==> src/rtl/tcu_pkg.sv <==
package tcu_pkg;
  localparam int BUS_W  = 32;
  localparam int GRP_W  = BUS_W / 2;
  localparam int CH_W   = 8;
  localparam int MODE_W = 6;
  localparam int CFG_W  = 8;
  localparam int ADDR_W = 2;

  localparam logic [MODE_W-1:0] MODE_15_NARROW = 6'b001000;
  localparam logic [MODE_W-1:0] MODE_16_NARROW = 6'b001001;
  localparam logic [MODE_W-1:0] MODE_15_WIDE   = 6'b001010;
  localparam logic [MODE_W-1:0] MODE_16_WIDE   = 6'b001011;
  localparam logic [MODE_W-1:0] MODE_24_OVLHI  = 6'b001110;
  localparam logic [MODE_W-1:0] MODE_24_OVLLO  = 6'b001101;

  localparam logic [ADDR_W-1:0] ADDR_MODE  = 2'd0;
  localparam logic [ADDR_W-1:0] ADDR_RATIO = 2'd1;
  localparam logic [ADDR_W-1:0] ADDR_MASK  = 2'd2;

  typedef struct packed {
    logic latch;
    logic emit;
    logic upper;
  } tcuStrobe_t;

  typedef struct packed {
    logic [CH_W-1:0] red;
    logic [CH_W-1:0] green;
    logic [CH_W-1:0] blue;
    logic [CH_W-1:0] ovl;
  } tcuPixel_t;
endpackage

==> src/rtl/tcu_ctrl.sv <==
module tcu_ctrl
  import tcu_pkg::*;
(
  input  logic              clk,
  input  logic              rstN,
  input  logic              cfgWrEn,
  input  logic [ADDR_W-1:0] cfgAddr,
  input  logic [CFG_W-1:0]  cfgWrData,
  input  logic              busLoad,
  input  logic              pixStep,
  output tcuStrobe_t        strb,
  output logic [MODE_W-1:0] modeVal,
  output logic [CH_W-1:0]   maskVal
);
  localparam logic [1:0] RATIO_DUAL = 2'd2;

  logic       dualReg;
  logic [1:0] remain;
  logic       upperReg;

  always_ff @(posedge clk) begin
    if (!rstN) begin
      modeVal <= '0;
      dualReg <= 1'b0;
      maskVal <= '1;
    end else if (cfgWrEn) begin
      unique case (cfgAddr)
        ADDR_MODE:  modeVal <= cfgWrData[MODE_W-1:0];
        ADDR_RATIO: dualReg <= (cfgWrData[1:0] == RATIO_DUAL);
        ADDR_MASK:  maskVal <= cfgWrData[CH_W-1:0];
        default: ;
      endcase
    end
  end

  always_comb begin
    strb.latch = busLoad;
    strb.emit  = pixStep && !busLoad && (remain != 2'd0);
    strb.upper = upperReg;
  end

  always_ff @(posedge clk) begin
    if (!rstN) begin
      remain   <= 2'd0;
      upperReg <= 1'b0;
    end else if (busLoad) begin
      remain   <= dualReg ? 2'd2 : 2'd1;
      upperReg <= 1'b0;
    end else if (strb.emit) begin
      remain   <= remain - 2'd1;
      upperReg <= 1'b1;
    end
  end
endmodule

==> src/rtl/tcu_datapath.sv <==
module tcu_datapath
  import tcu_pkg::*;
(
  input  logic              clk,
  input  logic              rstN,
  input  tcuStrobe_t        strb,
  input  logic [MODE_W-1:0] modeVal,
  input  logic [CH_W-1:0]   maskVal,
  input  logic [BUS_W-1:0]  busData,
  output logic              pixValid,
  output tcuPixel_t         pixOut
);
  logic [BUS_W-1:0] holdWord;
  tcuPixel_t        decoded;

  function automatic logic [CH_W-1:0] widen5(input logic [4:0] x);
    return {x, x[4:2]};
  endfunction

  function automatic logic [CH_W-1:0] widen6(input logic [5:0] x);
    return {x, x[5:4]};
  endfunction

  always_comb begin
    logic [GRP_W-1:0] grp;
    grp     = strb.upper ? holdWord[BUS_W-1:GRP_W] : holdWord[GRP_W-1:0];
    decoded = '0;
    case (modeVal)
      MODE_15_NARROW, MODE_15_WIDE: begin
        decoded.ovl   = {{(CH_W-1){1'b0}}, grp[15]};
        decoded.red   = widen5(grp[14:10]);
        decoded.green = widen5(grp[9:5]);
        decoded.blue  = widen5(grp[4:0]);
      end
      MODE_16_NARROW, MODE_16_WIDE: begin
        decoded.red   = widen5(grp[15:11]);
        decoded.green = widen6(grp[10:5]);
        decoded.blue  = widen5(grp[4:0]);
      end
      MODE_24_OVLHI: begin
        decoded.ovl   = holdWord[31:24];
        decoded.red   = holdWord[23:16];
        decoded.green = holdWord[15:8];
        decoded.blue  = holdWord[7:0];
      end
      MODE_24_OVLLO: begin
        decoded.blue  = holdWord[31:24];
        decoded.green = holdWord[23:16];
        decoded.red   = holdWord[15:8];
        decoded.ovl   = holdWord[7:0];
      end
      default: decoded = '0;
    endcase
    decoded.ovl = decoded.ovl & maskVal;
  end

  always_ff @(posedge clk) begin
    if (!rstN) holdWord <= '0;
    else if (strb.latch) holdWord <= busData;
  end

  always_ff @(posedge clk) begin
    if (!rstN) begin
      pixValid <= 1'b0;
      pixOut   <= '0;
    end else begin
      pixValid <= strb.emit;
      if (strb.emit) pixOut <= decoded;
    end
  end
endmodule

==> src/rtl/truecolor_unpacker.sv <==
module truecolor_unpacker
  import tcu_pkg::*;
(
  input  logic              clk,
  input  logic              rstN,
  input  logic              cfgWrEn,
  input  logic [ADDR_W-1:0] cfgAddr,
  input  logic [CFG_W-1:0]  cfgWrData,
  input  logic              busLoad,
  input  logic [BUS_W-1:0]  busData,
  input  logic              pixStep,
  output logic              pixValid,
  output logic [CH_W-1:0]   red,
  output logic [CH_W-1:0]   green,
  output logic [CH_W-1:0]   blue,
  output logic [CH_W-1:0]   overlay
);
  tcuStrobe_t        strb;
  tcuPixel_t         pixOut;
  logic [MODE_W-1:0] modeVal;
  logic [CH_W-1:0]   maskVal;

  tcu_ctrl u_ctrl (
    .clk(clk), .rstN(rstN), .cfgWrEn(cfgWrEn), .cfgAddr(cfgAddr),
    .cfgWrData(cfgWrData), .busLoad(busLoad), .pixStep(pixStep),
    .strb(strb), .modeVal(modeVal), .maskVal(maskVal)
  );

  tcu_datapath u_dp (
    .clk(clk), .rstN(rstN), .strb(strb), .modeVal(modeVal),
    .maskVal(maskVal), .busData(busData), .pixValid(pixValid),
    .pixOut(pixOut)
  );

  assign red     = pixOut.red;
  assign green   = pixOut.green;
  assign blue    = pixOut.blue;
  assign overlay = pixOut.ovl;
endmodule

==> config.mk <==
export PLATFORM = sky130hd
export DESIGN_NAME = truecolor_unpacker
export DESIGN_NICKNAME = d
export VERILOG_FILES = /design/src/rtl/tcu_pkg.sv /design/src/rtl/tcu_ctrl.sv /design/src/rtl/tcu_datapath.sv /design/src/rtl/truecolor_unpacker.sv
export SDC_FILE = /design/constraint.sdc
export NUM_CORES = 1
export LEC_CHECK = 0
export ABC_CLOCK_PERIOD_IN_PS = 1800
export BUFFER_PORTS_ARGS = -buffer_cell sky130_fd_sc_hd__buf_2
export CELL_PAD_IN_SITES_DETAIL_PLACEMENT = 0
export CELL_PAD_IN_SITES_GLOBAL_PLACEMENT = 2
export CORE_UTILIZATION = 30
export DETAILED_ROUTE_END_ITERATION = 16
export GPL_ROUTABILITY_DRIVEN = 0
export PLACE_DENSITY = 0.73
export SLEW_MARGIN = 20
export SYNTH_ARGS = -nofsm -noshare
export SYNTH_HDL_FRONTEND = slang
export SYNTH_SLANG_ARGS = --single-unit
==> constraint.sdc <==
create_clock -name clk -period 1.8 [get_ports clk]
set_input_delay 0.54 -clock clk [delete_from_list [all_inputs] [get_ports clk]]
set_output_delay 0.54 -clock clk [all_outputs]
set_load 0.01 [all_outputs]
==> Yosys cells after proc, flatten, opt, wreduce, memory -nomap -nowiden <==
Cells that the tools add are included.
{ "word_totals": {"wordCells": 41, "input_bits": 47, "output_inout_bits": 33, "regBits": 83} }
{ "classes": {"add_sub_neg": 1, "eq_ne": 9, "bitwise": 2, "n_reduce_logical": 12, "muxes": 6} }
{ "ops": {"columns": ["operator", "n"], "rows": [
  ["24-bit one-hot mux with 4 select lines", 1],
  ["6-bit by 4-bit equality test with 1-bit output, second input constant", 6],
  ["8-bit one-hot mux with 3 select lines", 1],
  ["16-bit 2-to-1 mux", 1],
  ["8-bit bitwise AND", 1],
  ["2-bit 2-to-1 mux", 3],
  ["2-bit AND reduction", 3],
  ["2-bit OR reduction", 3],
  ["2-bit equality test, second input constant", 2],
  ["2-bit nonzero test", 2],
  ["2-bit by 1-bit equality test with 1-bit output, second input constant", 1],
  ["1-bit logical AND", 2],
  ["2-bit zero test", 1],
  ["2-bit by 1-bit subtractor with 2-bit output, second input constant", 1],
  ["1-bit zero test", 1],
  ["1-bit NOT", 1]
]} }

==> Longest topological paths before layout <==
Gate-level depths: netlist of run 1.
{ "depth": {"word_depth": 5, "ltp_mapped": 7, "mapped_depth_nobuf": 6} }

==> Modules after synthesis <==
Synthesis of run 1 repeated with hierarchy kept, for this count alone.
{ "hier_totals": {"cells_unflattened": 368, "area_unflattened_um2": 3804.9} }
{ "modules_own_cells": {"columns": ["module", "area_per_inst_um2", "instances", "cells_each"], "rows": [
  ["tcu_datapath", 3070.4, 1, 289],
  ["tcu_ctrl", 734.5, 1, 79]
]} }

==> Worst setup path before layout of run 1 <==
Ideal clock, no wire load.
{ "synth_timing": {"kind": "input to register", "from": "input port busLoad", "to": "register u_dp.pixOut[16] (netlist name)", "setup_time_ns": 0.084, "path_slack_ns": 0.141, "cell_stages": 6, "t_arrival_ns": 1.575, "cell_sequence": "buf_6 and4bb_1 buf_6 o311ai_2 buf_6 o31ai_2"} }
{ "synth_between": {"elab_chain_cells": 3} }
{ "synth_rtl": {"columns": ["element", "line_no", "source"], "rows": [
  ["start, declared", "truecolor_unpacker.sv:9", "input logic busLoad,"],
  ["1-bit zero test", "tcu_ctrl.sv:38", "strb.emit = pixStep && !busLoad && (remain != 2'd0);"],
  ["1-bit logical AND (2 in series)", "tcu_ctrl.sv:38", null]
]} }
No other way between the ends.
A chain may end at the register's enable or synchronous reset.

==> Final worst setup path of run 1 <==
{ "layout_timing": {"from": "register u_ctrl.remain[0]", "to": "register u_dp.pixOut[21] (netlist name)"} }
{ "layout_between": {"elab_chain_cells": 2} }
{ "layout_rtl": {"columns": ["element", "line_no", "source"], "rows": [
  ["start, declared", "tcu_ctrl.sv:18", "logic [1:0] remain;"],
  ["start signal, assigned", "tcu_ctrl.sv:47", "remain <= dualReg ? 2'd2 : 2'd1;"],
  ["start signal, assigned", "tcu_ctrl.sv:50", "remain <= remain - 2'd1;"],
  ["2-bit nonzero test", "tcu_ctrl.sv:38", null],
  ["1-bit logical AND", "tcu_ctrl.sv:38", null]
]} }
No other way between the ends.

==> results of run 1 <==
## through the flow
step,power [mW],instance area (um2),util,setup slack [ps],hold slack [ps]
finish,4.39,4920,0.386,137,402
global route,4.56,4920,0.386,11.2,410
CTS,4.44,4920,0.386,101,391
detailed placement,2.41,4590,0.361,38.8,450
global placement,2.40,4590,0.361,15.7,448
floorplan,2.24,3950,-,141,440
## area by class of cell
cell class | count | area (um2) | area share
repair buffers | 103 | 638 | 0.130
clock inverters | 4 | 73.8 | 0.0150
flip-flops and latches | 83 | 1660 | 0.338
clock buffers | 11 | 253 | 0.0514
inverters | 7 | 26.3 | 0.00534
multi-input cells | 250 | 2050 | 0.417
well taps | 172 | 215 | 0.0438
## logic make-up (layout without fill, tap and decap cells)
| logic type | Yosys count | count (layout) | share of synthesized area |
|---|---|---|---|
| AO/OA/AOI/OAI | 79 | 79 | 0.178 |
| AND/OR/NAND/NOR | 112 | 112 | 0.155 |
| flip-flops | 83 | 83 | 0.421 |
| adder cells (fa/ha/maj) | 1 | 1 | 0.00317 |
| multiplexers | 56 | 56 | 0.178 |
| buffers and inverters | 38 | 125 | 0.0609 |
| XOR/XNOR | 2 | 2 | 0.00444 |
## registers in the layout, summed over array words and instances, names as in the netlist
signal,cells
u_ctrl.dualReg,1
u_ctrl.maskVal,8
u_ctrl.remain,2
u_dp.holdWord,32
u_dp.pixValid,1
u_ctrl.upperReg,1
u_dp.pixOut,32
u_ctrl.modeVal,6
## synth_stat cells (all sizes together), types with 2 or more instances
cell and number:
dfxtp 83, nand3 11, mux2i 43, mux4 11, and3 2, nor2 13, nor2b 44, o31ai 6
a21oi 6, a32o 7, inv 7, xnor2 2, nand2 31, a221o 13, a22o 20, a221oi 6
o211ai 2, buf 20, a21boi 3, clkbuf 11, nor3b 3, mux2 2, nor3 2, o21ai 3
a22oi 5, o221ai 4
## critical path: stages (launching register included)
cell and delay, ps:
dfxtp_1 350, inv_1 50, ha_1 190, and4bb_2 340, nand3_1 90, buf_4 190
nor3_1 250, a221o_1 150
## routing by layer
| metal | wire (um) | global-route usage | part of all wire | vias to the layer above |
|---|---|---|---|---|
| li1 | - | - | - | 1544 |
| met1 | 5320 | 0.240 | 0.47 | 1540 |
| met2 | 5040 | 0.267 | 0.45 | 103 |
| met3 | 562 | 0.0441 | 0.050 | 18 |
| met4 | 291 | 0.0886 | 0.026 | 0 |
| met5 | 0 | 0 | 0 | - |
## power groups by stage
stage	logic, mW	registers [mW]	clock network, mW
global placement	0.371	2.03	0
CTS	0.379	1.99	2.07
global route	0.417	2.00	2.14
floorplan	0.254	1.99	0
detailed placement	0.378	2.03	0
finish	0.375	2.00	2.02
## worst max-delay path by stage
stage                                 from         endpoint  slack, ps  cells past startpoint
after detailed placement           busLoad  u_dp.pixOut[21]         40                      6
final                     u_ctrl.remain[0]  u_dp.pixOut[21]        140                      7
after CTS                 u_ctrl.remain[0]  u_dp.pixOut[21]        100                      7
after global routing      u_ctrl.remain[0]  u_dp.pixOut[20]         10                      6
after floorplan                    busLoad  u_dp.pixOut[16]        140                      6
after global placement             busLoad  u_dp.pixOut[21]         20                      6
## what timing repair did
item / CTS / global route
setup endpoints to repair: 0 / 3
hold endpoints to repair: 0 / 0
gates resized for setup: 0 / 1
==> qor.yml, run 1 <==
logic_synthesis:
  synthesis.instances: 371
  async_flop_share: 0
  yosysWarnings: 0
  yosysSeqAreaShare: 0.421
  synth_top_area_share: 0.421
  ys_types: 42
  synth_nets: 419
  synth.area.top_cells: "dfxtp_1, mux2i_1, nor2b_1"
  synth_area_um2: 3950
  synth_top_flop_cell: "dfxtp_1"
  yosysTopAreaCell: "dfxtp_1"
  synth_edf_count: 0
  synth_area_per_cell_um2: 10.6
  synth-seq-cells: 83
die:
  fp.dieArea_um2: 13600
  core_region_area_um2: 12700
  ios: 80
  initial_core_util: 0.310
  rows: 41
  die_h_um: 117
  die_w_um: 117
worst_setup_path:
  reg2reg_setup_slack_ps: 140
  required_ps: 2090
  worst-path-max-fanout: 12
  reg2reg_from: "u_ctrl.remain[0]"
  r2r_end: "u_dp.pixOut[21]"
  rr_worst_depth: 7
  worst-setup-path-type: "register to register"
  crit_path_start_kind: "register"
  worstSetupEndpointType: "register"
  crit_arrival_ps: 1950
sta:
  hold_violations: 0
  final.min_clock_period_ps: 1660
  slew_headroom: 0.631
  setup_tns_ps: 0
  finClkSkew_ps: 5.77
  setup_viol: 0
  worstMarginPinSlew_ps: 554
  slew_violations: 0
  max_freq_mhz: 601
  rsz0062_at_grt: "no"
  fin_crit_sh: 0.924
detailed_routing:
  via_per_inst: 5.09
  vias: 3205
  drc: 0
  ant_nets: 0
  wl_per_cell_um: 17.8
  first_pass_iters: 4
  drt_iter0_drc: 242
  drt-total-wl_mm: 11.2
cells_and_area:
  drive_gt1_frac: 0.314
  nets: 502
  fin_cells: 630
  final_common_cell: "dfxtp_1"
  fillers: 1352
  n_antenna_cell: 0
  area_growth_pct: 24.6
  final_cell_mix: "dfxtp_1, buf_2, mux2i_1, nor2b_1, nand2_1"
grt:
  antenna_found_initial: 0
  grtUsageTotal: 0.179
  grt_pass1_wl_mm: 17.6
  overflow: 0
  grt_start_max_net_pins: 36
  grt_pass1_vias: 3057
pwr:
  power_density_nw_per_um2: 893
  pwr-share-seq: 0.455
  p_sw_mw: 1.01
  peakVddDrop_v: 0.000476
  p_int_mw: 3.38
  total_leakage_power_nw: 2.08
  clkPwrFrac: 0.460
  p_sw_frac: 0.230
  power_frac_comb: 0.086
cts:
  clock_path_buffers: 2
  clockRootBuffer: "clkbuf_16"
  clkTransAtPathRegs_ps: 60
  cts.sinks: 83
  cts_tree: "yes"
  clock_latency_ps: 350
  htreeDepth: 3
  hold_buffers: 0
  numCtsBuffers: 9
  postCtsSetupBuffers: 0
status:
  run_status: "finished clean"
worst_hold_path:
  holdPathStages: 3
  hp-class: "primary input to register"
  min_to: "u_ctrl.maskVal[6]"
  worstHoldStart: "cfgWrData[6]"
placement:
  dp.cells: 615
  dpl.hpwl_mm: 8.38
  io_buffers: 79
run:
  drv_cap: 0
Note: power is estimated with default switching activity, not from simulation.
==> inputs of run 2 (changes only) <==
Settings changed: RECOVER_POWER set to 25.
==> run 2 against run 1 <==
Worst hold slack better by 0.93 ps. Critical endpoint unchanged. Power is essentially flat. Die area is the same. Utilization decreased by 0.15 points. Combinational power hardly changed. Setup slack got worse by 4.3 ps. Cell area is 0.38% lower.
==> qor.yml, run 2 (synthesis gave the netlist of run 1 again) <==
status:
  run_status: "finished clean"
cts:
  clock_latency_ps: 350  # about the same
  hold_buffers: 0  # unchanged
  postCtsSetupBuffers: 0  # unchanged
  clkTransAtPathRegs_ps: 60  # about the same
  post_cts_resized: 0  # unchanged
  clockRootBuffer: "clkbuf_16"
  clock_path_buffers: 2  # unchanged
  htreeDepth: 3  # unchanged
  cts_tree: "yes"
  numCtsBuffers: 9  # unchanged
  cts.sinks: 83  # unchanged
worst_setup_path:
  cp_slowest_cell: "dfxtp_1"
  critPathMaxStageDelay_ps: 350  # about the same
  reg2reg_from: "u_ctrl.remain[0]"
  reg2reg_setup_slack_ps: 130  # about the same
  worst-path-max-fanout: 12  # unchanged
  worstSetupEndpointType: "register"
  worst-path-buf-inv: 2  # unchanged
  r2r_end: "u_dp.pixOut[21]"
  path_cells: "inv_1 > ha_1 > and4bb_2 > nand3_1 > buf_4 > nor3_1 > a221o_1"
  cp_top_family: "simple AND/OR/NAND/NOR gates"
  crit_arrival_ps: 1960  # about the same
  worst-setup-path-type: "register to register"
  rr_worst_depth: 7  # unchanged
  crit_path_start_kind: "register"
  required_ps: 2090  # about the same
detailed_routing:
  drt_iter0_drc: 210  # -13%
  first_pass_iters: 4  # unchanged
  drt-total-wl_mm: 11.2  # about the same
  ant_nets: 0  # unchanged
  vias: 3207  # +0.062%
  via_per_inst: 5.09  # about the same
  wl_per_cell_um: 17.8  # about the same
  drc: 0  # unchanged
placement:
  io_buffers: 79  # unchanged
  place_area_um2: 4590  # unchanged
  dpl.hpwl_mm: 8.38  # unchanged
worst_hold_path:
  holdPathStages: 3  # unchanged
  worstHoldStart: "cfgWrData[6]"
  min_to: "u_ctrl.maskVal[6]"
  hp-class: "primary input to register"
cells_and_area:
  area_growth_pct: 24.1
  reg_top3: "u_dp.holdWord x32, u_dp.pixOut x32, u_ctrl.maskVal x8"
  n_antenna_cell: 0  # unchanged
  final_cell_mix: "dfxtp_1, buf_2, mux2i_1, nor2b_1, nand2_1"
  final_common_cell: "dfxtp_1"
  final_area_um2: 4900  # -0.38%
  drive_gt1_frac: 0.301  # -0.0131
  nets: 502  # unchanged
  fillers: 1357  # +0.37%
sta:
  slew_headroom: 0.355  # -0.276
  finClkSkew_ps: 5.31  # -0.462 ps
  worstMarginPinSlew_ps: 968  # +414 ps
  hold_violations: 0  # unchanged
  rsz0062_at_grt: "no"
  setup_viol: 0  # unchanged
  final.min_clock_period_ps: 1670  # +4.26 ps
  slew_violations: 0  # unchanged
  max_freq_mhz: 600  # -0.26%
  setup_tns_ps: 0  # unchanged
  fin_crit_sh: 0.926  # +0.00237
grt:
  antenna_found_initial: 0  # unchanged
  overflow: 0  # unchanged
  grt_pass1_wl_mm: 17.6  # unchanged
  grt_pass1_vias: 3057  # unchanged
  grtUsageTotal: 0.179  # unchanged
  grt_start_max_net_pins: 36  # unchanged
run:
  drv_cap: 0  # unchanged
pwr:
  peakVddDrop_v: 0.000475  # -0.25%
  power_density_nw_per_um2: 896  # +0.30%
  total_leakage_power_nw: 2.06  # -0.95%
die:
  rows: 41  # unchanged
  die_h_um: 117  # unchanged
  initial_core_util: 0.310  # unchanged
  fp.dieArea_um2: 13600  # unchanged
  core_region_area_um2: 12700  # unchanged
  ios: 80  # unchanged
  die_w_um: 117  # unchanged
[run 2: cell types whose count changed in the layout (fill, tap and decap cells not counted), sizes merged]
cell | previous run | this run
buf | 103 | 97
clkbuf | 11 | 17
[run 2: power by group]
| group | switching [mW] | total [mW] | internal (mW) |
|---|---|---|---|
| logic | 0.180 | 0.373 | 0.193 |
| registers | 0.0946 | 1.99 | 1.90 |
| clock network | 0.735 | 2.02 | 1.28 |
| total | 1.01 | 4.39 | 3.38 |
[run 2: metal layers]
layer	wire length, um	global-route usage	up-vias
met4	320	0.0886	0
met5	0	0	-
met1	5230	0.240	1531
met3	648	0.0441	21
li1	-	-	1543
met2	5020	0.267	112
[run 2: per-stage QoR]
stage | std cells | hold WS, ps | util | power (mW) | setup slack [ps]
after floorplan | 371 | 440 | - | 2.24 | 141
after global placement | 615 | 448 | 0.361 | 2.40 | 15.7
after detailed placement | 615 | 450 | 0.361 | 2.41 | 38.8
after CTS | 630 | 391 | 0.386 | 4.44 | 101
after global routing | 630 | 410 | 0.385 | 4.56 | 11.2
final | 630 | 403 | 0.385 | 4.39 | 132
[run 2: layout make-up]
class,instances,area [um2],share of cell area
tap,172,215,0.0439
inverter,7,26.3,0.00537
multi-input combinational,250,2040,0.417
clock buffer,11,253,0.0516
sequential,83,1660,0.339
timing repair buffer,103,624,0.127
clock inverter,4,73.8,0.0151
[run 2: worst max-delay path by stage]
| stage | start | end | depth (start not counted) |
|---|---|---|---|
| detailed placement | busLoad | u_dp.pixOut[21] | 6 |
| CTS | u_ctrl.remain[0] | u_dp.pixOut[21] | 7 |
| global placement | busLoad | u_dp.pixOut[21] | 6 |
| global route | u_ctrl.remain[0] | u_dp.pixOut[20] | 6 |
| floorplan | busLoad | u_dp.pixOut[16] | 6 |
| finish | u_ctrl.remain[0] | u_dp.pixOut[21] | 7 |
[run 2: tightest hold or removal path: cells and delay by family]
family                 cells  cell delay (ps)
AND/OR/NAND/NOR            2              100
buffers and inverters      1               70
